[src/rtl/bmc_pkg.sv]
package bmc_pkg;

  typedef enum logic [1:0] {
    LVL_ZERO = 2'b00,
    LVL_POS  = 2'b01,
    LVL_NEG  = 2'b10
  } level_e;

  function automatic level_e to_level(logic sign, logic zero);
    if (zero) return LVL_ZERO;
    return sign ? LVL_NEG : LVL_POS;
  endfunction

  // sign reversal, or nonzero stepping to exact zero
  function automatic logic is_transition(level_e prev, level_e cur);
    return ((prev == LVL_POS) && (cur == LVL_NEG)) ||
           ((prev == LVL_NEG) && (cur == LVL_POS)) ||
           ((prev != LVL_ZERO) && (cur == LVL_ZERO));
  endfunction

endpackage

[src/rtl/bmc_edge_detect.sv]
module bmc_edge_detect
  import bmc_pkg::*;
(
  input  logic clk_i,
  input  logic rst_ni,
  input  logic tick_i,
  input  logic sign_i,
  input  logic zero_i,
  output logic edge_o
);

  level_e prev_q;
  level_e cur;

  assign cur    = to_level(sign_i, zero_i);
  assign edge_o = tick_i && is_transition(prev_q, cur);

  always_ff @(posedge clk_i or negedge rst_ni) begin
    if (!rst_ni)     prev_q <= LVL_ZERO;
    else if (tick_i) prev_q <= cur;
  end

endmodule

[src/rtl/bmc_interval_timer.sv]
module bmc_interval_timer #(
  parameter int THRESH_TICKS = 33,
  parameter int LOSS_TICKS   = 200,
  parameter int CNT_W        = 8
) (
  input  logic             clk_i,
  input  logic             rst_ni,
  input  logic             tick_i,
  input  logic             edge_i,
  output logic             iv_valid_o,
  output logic             iv_long_o,
  output logic             loss_o,
  output logic [CNT_W-1:0] cnt_o
);

  localparam logic [CNT_W-1:0] THR = CNT_W'(THRESH_TICKS);
  localparam logic [CNT_W-1:0] LIM = CNT_W'(LOSS_TICKS);

  logic [CNT_W-1:0] cnt_q;
  logic [CNT_W-1:0] nxt;
  logic             ref_q;  // a measurement is running
  logic             iv_valid_q, iv_long_q, loss_q;

  assign nxt = cnt_q + CNT_W'(1);

  always_ff @(posedge clk_i or negedge rst_ni) begin
    if (!rst_ni) begin
      cnt_q      <= '0;
      ref_q      <= 1'b0;
      iv_valid_q <= 1'b0;
      iv_long_q  <= 1'b0;
      loss_q     <= 1'b0;
    end else begin
      iv_valid_q <= 1'b0;
      loss_q     <= 1'b0;
      if (tick_i) begin
        if (edge_i) begin
          iv_valid_q <= ref_q;
          iv_long_q  <= (nxt >= THR);
          cnt_q      <= '0;
          ref_q      <= 1'b1;
        end else if (ref_q) begin
          if (nxt >= LIM) begin
            cnt_q  <= LIM;
            ref_q  <= 1'b0;
            loss_q <= 1'b1;
          end else begin
            cnt_q <= nxt;
          end
        end
      end
    end
  end

  assign iv_valid_o = iv_valid_q;
  assign iv_long_o  = iv_long_q;
  assign loss_o     = loss_q;
  assign cnt_o      = cnt_q;

endmodule

[src/rtl/bmc_bit_assembler.sv]
module bmc_bit_assembler (
  input  logic clk_i,
  input  logic rst_ni,
  input  logic iv_valid_i,
  input  logic iv_long_i,
  input  logic loss_i,
  output logic bit_valid_o,
  output logic bit_o,
  output logic frame_err_o,
  output logic sig_lost_o
);

  logic synced_q, pend_q;
  logic bit_valid_q, bit_q, err_q, lost_q;

  always_ff @(posedge clk_i or negedge rst_ni) begin
    if (!rst_ni) begin
      synced_q    <= 1'b0;
      pend_q      <= 1'b0;
      bit_valid_q <= 1'b0;
      bit_q       <= 1'b0;
      err_q       <= 1'b0;
      lost_q      <= 1'b0;
    end else begin
      bit_valid_q <= 1'b0;
      err_q       <= 1'b0;
      lost_q      <= 1'b0;
      if (loss_i) begin
        synced_q <= 1'b0;
        pend_q   <= 1'b0;
        lost_q   <= 1'b1;
      end else if (iv_valid_i) begin
        if (iv_long_i) begin
          if (pend_q) begin
            err_q    <= 1'b1;
            pend_q   <= 1'b0;
            synced_q <= 1'b0;
          end else begin
            bit_valid_q <= 1'b1;
            bit_q       <= 1'b0;
            synced_q    <= 1'b1;
          end
        end else if (synced_q) begin
          if (pend_q) begin
            bit_valid_q <= 1'b1;
            bit_q       <= 1'b1;
            pend_q      <= 1'b0;
          end else begin
            pend_q <= 1'b1;
          end
        end
      end
    end
  end

  assign bit_valid_o = bit_valid_q;
  assign bit_o       = bit_q;
  assign frame_err_o = err_q;
  assign sig_lost_o  = lost_q;

endmodule

[src/rtl/bmc_bit_decoder.sv]
module bmc_bit_decoder #(
  parameter int THRESH_TICKS = 33,
  parameter int LOSS_TICKS   = 200
) (
  input  logic clk_i,
  input  logic rst_ni,
  input  logic tick_i,
  input  logic sign_i,
  input  logic zero_i,
  output logic bit_valid_o,
  output logic bit_o,
  output logic frame_err_o,
  output logic sig_lost_o
);

  localparam int CNT_W = $clog2(LOSS_TICKS + 2);

  logic             edge_w;
  logic             iv_valid_w, iv_long_w, loss_w;
  logic [CNT_W-1:0] cnt_w;

  bmc_edge_detect u_edge (
    .clk_i  (clk_i),
    .rst_ni (rst_ni),
    .tick_i (tick_i),
    .sign_i (sign_i),
    .zero_i (zero_i),
    .edge_o (edge_w)
  );

  bmc_interval_timer #(
    .THRESH_TICKS (THRESH_TICKS),
    .LOSS_TICKS   (LOSS_TICKS),
    .CNT_W        (CNT_W)
  ) u_timer (
    .clk_i      (clk_i),
    .rst_ni     (rst_ni),
    .tick_i     (tick_i),
    .edge_i     (edge_w),
    .iv_valid_o (iv_valid_w),
    .iv_long_o  (iv_long_w),
    .loss_o     (loss_w),
    .cnt_o      (cnt_w)
  );

  bmc_bit_assembler u_asm (
    .clk_i       (clk_i),
    .rst_ni      (rst_ni),
    .iv_valid_i  (iv_valid_w),
    .iv_long_i   (iv_long_w),
    .loss_i      (loss_w),
    .bit_valid_o (bit_valid_o),
    .bit_o       (bit_o),
    .frame_err_o (frame_err_o),
    .sig_lost_o  (sig_lost_o)
  );

endmodule

[config.mk]
export PLATFORM = sky130hd
export DESIGN_NAME = bmc_bit_decoder
export DESIGN_NICKNAME = d
export VERILOG_FILES = /design/src/rtl/bmc_pkg.sv /design/src/rtl/bmc_edge_detect.sv /design/src/rtl/bmc_interval_timer.sv /design/src/rtl/bmc_bit_assembler.sv /design/src/rtl/bmc_bit_decoder.sv
export SDC_FILE = /design/constraint.sdc
export NUM_CORES = 1
export LEC_CHECK = 0
export CAP_MARGIN = 30
export CORE_AREA = 2 2 53 55
export CTS_CLUSTER_DIAMETER = 150
export DETAILED_ROUTE_END_ITERATION = 10
export DIE_AREA = 0 0 55 57
export DONT_BUFFER_PORTS = 1
export SYNTH_ARGS = -nofsm -noshare
export SYNTH_HDL_FRONTEND = slang
export SYNTH_SLANG_ARGS = --single-unit
[constraint.sdc]
create_clock -name clk_i -period 1.9 [get_ports clk_i]
set_input_delay 0.38 -clock clk_i [delete_from_list [all_inputs] [get_ports clk_i]]
set_output_delay 0.38 -clock clk_i [all_outputs]
set_load 0.1 [all_outputs]
==> flow_summary.toml <==
[timing]
slew_headroom_pct = 38.3
setup_ws_ns = -0.0318
setup_viol = 5
finalSetupTns_ns = -0.0938
fmax_ghz = 0.518
hold_violations = 0
layout_worst_path_cycle_share_pct = 102
period_needed_ns = 1.93
slew_violations = 0
clock_skew_ns = 0.00179
rsz0062_at_grt = "true"
worst_pin_slew_ns = 0.922

[logic_synthesis]
synthCells = 114
ys_types = 39
syn-cell-area_um2 = 1100
synthArstFlopShare_pct = 100
synth_fp_nets = 122
synth_flop_cell = "dfrtp_1"
ys_ff_latch = 20
ys_seq_area_share_pct = 45.6
ys_warn_count = 0
synth_edf_count = 0
syn_area_per_cell_um2 = 9.64

[finish]
fin_util_pct = 53.4
regArea_um2 = 504
multi_input_area_um2 = 599
final_common_cell = "buf_4"
layout_common_cells = "21 x buf_4, 17 x dfrtp_1, 16 x nand2_1, 9 x inv_1, 9 x nor2_1"
nets = 146
antennaDiodeCount = 0
fill_cells = 249
synthToLayoutAreaGrowth_pct = 27.1
drive_above_1_share_pct = 30.7

[floorplanning]
pin_count = 9
core_area_um2 = 2620
die_h_um = 57
die_x_um = 55
die_area_um2 = 3140
initial_core_util_pct = 42.0
rows = 19

[routing]
route.top_layer_used = "met4"
wl_met3_um = 76
num_vias = 917
drc = 0
wl_met1_um = 1040
routed_via_density = 5.46
drt-pass1-iter-count = 4
routed_wl_um = 2300
drtAntennaViolNets = 0
wl_per_cell_um = 13.7
met2_length_um = 1170
drt_iter0_markers = 16

[hold_path]
min_path_type = "in2reg"

[setup_path]
start_kind = "register"
reg2reg_slack_ns = -0.03
cp-end-kind = "register"
cp.arrival_ns = 2.15
crit_required_ns = 2.11
crit_type = "reg2reg"
worstPathMaxFanout = 7

[global_route]
grt_pass1_wl_um = 3990
track_usage_pct = 17.4
grt_max_degree = 21
grt_overflow = 0
antenna_found_initial = 0
grt_pass1_vias = 931

[clocking]
clock_path_buffers = 2
root_buffer = "clkbuf_4"
h-tree-depth = 1
clk_pin_slew_worst_paths_ns = 0.12
cts_tree = "built"
worstSkewPairLatency_ns = 0.31
cts_sinks = 20
cts-buffers-inserted = 3

[placed_design]
dpl.hpwl_um = 1600
place.gp.congestion = 0.769
dpl_worst_slack_ns = -0.0266
io_buffers = 0

[power_and_ir_drop]
p_leak_nw = 0.628
p_per_area_nw_per_um2 = 1000
vdd_drop_max_uv = 726

[run_status]
status = "finished, violations left"
violations = "setup timing"

[run]
cap_violations = 0
-- cell families after synthesis --
| kind of cell | count (synthesis) | share of synthesized area (%) |
|---|---|---|
| adders and majority gates | 3 | 3.42 |
| and+or+nand+nor | 43 | 19.9 |
| xor gates and xnor gates | 5 | 3.99 |
| muxes | 2 | 2.05 |
| DFF | 20 | 45.6 |
| AOI/OAI and AO/OA | 29 | 20.3 |
| buffers and inverters | 12 | 4.78 |
-- layer usage --
layer / vias to the layer above / global-route usage [%]
met5: - / 0
met4: 0 / 3.83
met3: 4 / 4.97
met2: 18 / 29.8
met1: 442 / 21.3
li1: 453 / -
-- cells in the mapped netlist (2+ instances only) --
library cell,number,share of area (%)
dfrtp_1,20,46
nand2_1,16,5.5
inv_1,9,3.1
nor2_1,9,3.1
o21ai_1,7,3.2
a21oi_1,5,2.3
xnor2_1,4,3.2
ha_1,3,3.4
o21ai_0,3,1.4
a311oi_1,2,1.6
a32o_1,2,1.8
clkbuf_1,2,0.68
mux2_2,2,2.0
nand3_1,2,0.91
nand3b_1,2,1.4
nor3_1,2,0.91
nor4_1,2,1.1
-- sequential cells by signal, summed over array words and instances, names as in the netlist --
name,count
u_asm.frame_err_o,1
u_timer.iv_long_o,1
u_asm.bit_o,1
u_timer.ref_q,1
u_timer.iv_valid_o,1
u_asm.sig_lost_o,1
u_asm.synced_q,1
u_edge.prev_q,2
u_timer.cnt_o,8
u_timer.loss_o,1
u_asm.bit_valid_o,1
u_asm.pend_q,1
-- repair_timing --
action                                  in CTS  in global routing
endpoints found under the hold margin       20                  0
hold buffers                                 1                  0
endpoints found under the setup margin       3                  8
pin swaps                                    3                  1
resized for setup                            1                  7
setup buffers                                1                  1
-- layout make-up --
cell class                      count  share of cell area (%)
Clock buffer                        3                    1.61
Clock inverter                      1                    2.15
Inverter                            9                    2.42
Multi-Input combinational cell     82                    42.9
Sequential cell                    20                    36.1
Tap cell                           31                    2.78
Timing Repair Buffer               22                    12.0
-- stage by stage --
step | instance area, um^2 | power (mW) | std cells | hold slack (ns)
final | 1400 | 1.40 | 168 | 0.146
after global routing | 1400 | 1.48 | 168 | 0.136
after CTS | 1350 | 1.38 | 167 | 0.136
after detailed placement | 1280 | 0.995 | 161 | 0.0848
after global placement | 1280 | 0.980 | 161 | 0.0848
after floorplan | 1110 | 0.873 | 114 | 0.0844
-- final timing paths --
kind	depth (start not counted)	end	from
worst max-delay path	8	u_timer.cnt_o[3]	u_timer.cnt_o[1]
worst min-delay path	1	u_edge.prev_q[0]	sign_i
worst max register to register	8	u_timer.cnt_o[3]	u_timer.cnt_o[1]
worst min register to register	0	u_asm.sig_lost_o	u_timer.loss_o
max in group asynchronous	1	u_timer.cnt_o[0]	rst_ni
min in group asynchronous	1	u_asm.frame_err_o	rst_ni
-- worst max-delay path: stages (launching register included) --
cell	delay [ns]
dfrtp_2	0.46
ha_4	0.19
xnor2_2	0.15
a31o_4	0.20
nor3_4	0.05
o41ai_4	0.38
buf_4	0.22
nand2_1	0.06
o2111a_1	0.13
-- power breakdown --
group | switching, mW | total [mW] | leakage, nW | internal [mW]
combinational | 0.270 | 0.474 | 0.348 | 0.204
sequential | 0.0792 | 0.566 | 0.252 | 0.487
clock | 0.144 | 0.358 | 0.0279 | 0.213
total | 0.494 | 1.40 | 0.628 | 0.904
No activity file was read; power rests on OpenSTA's default activity.
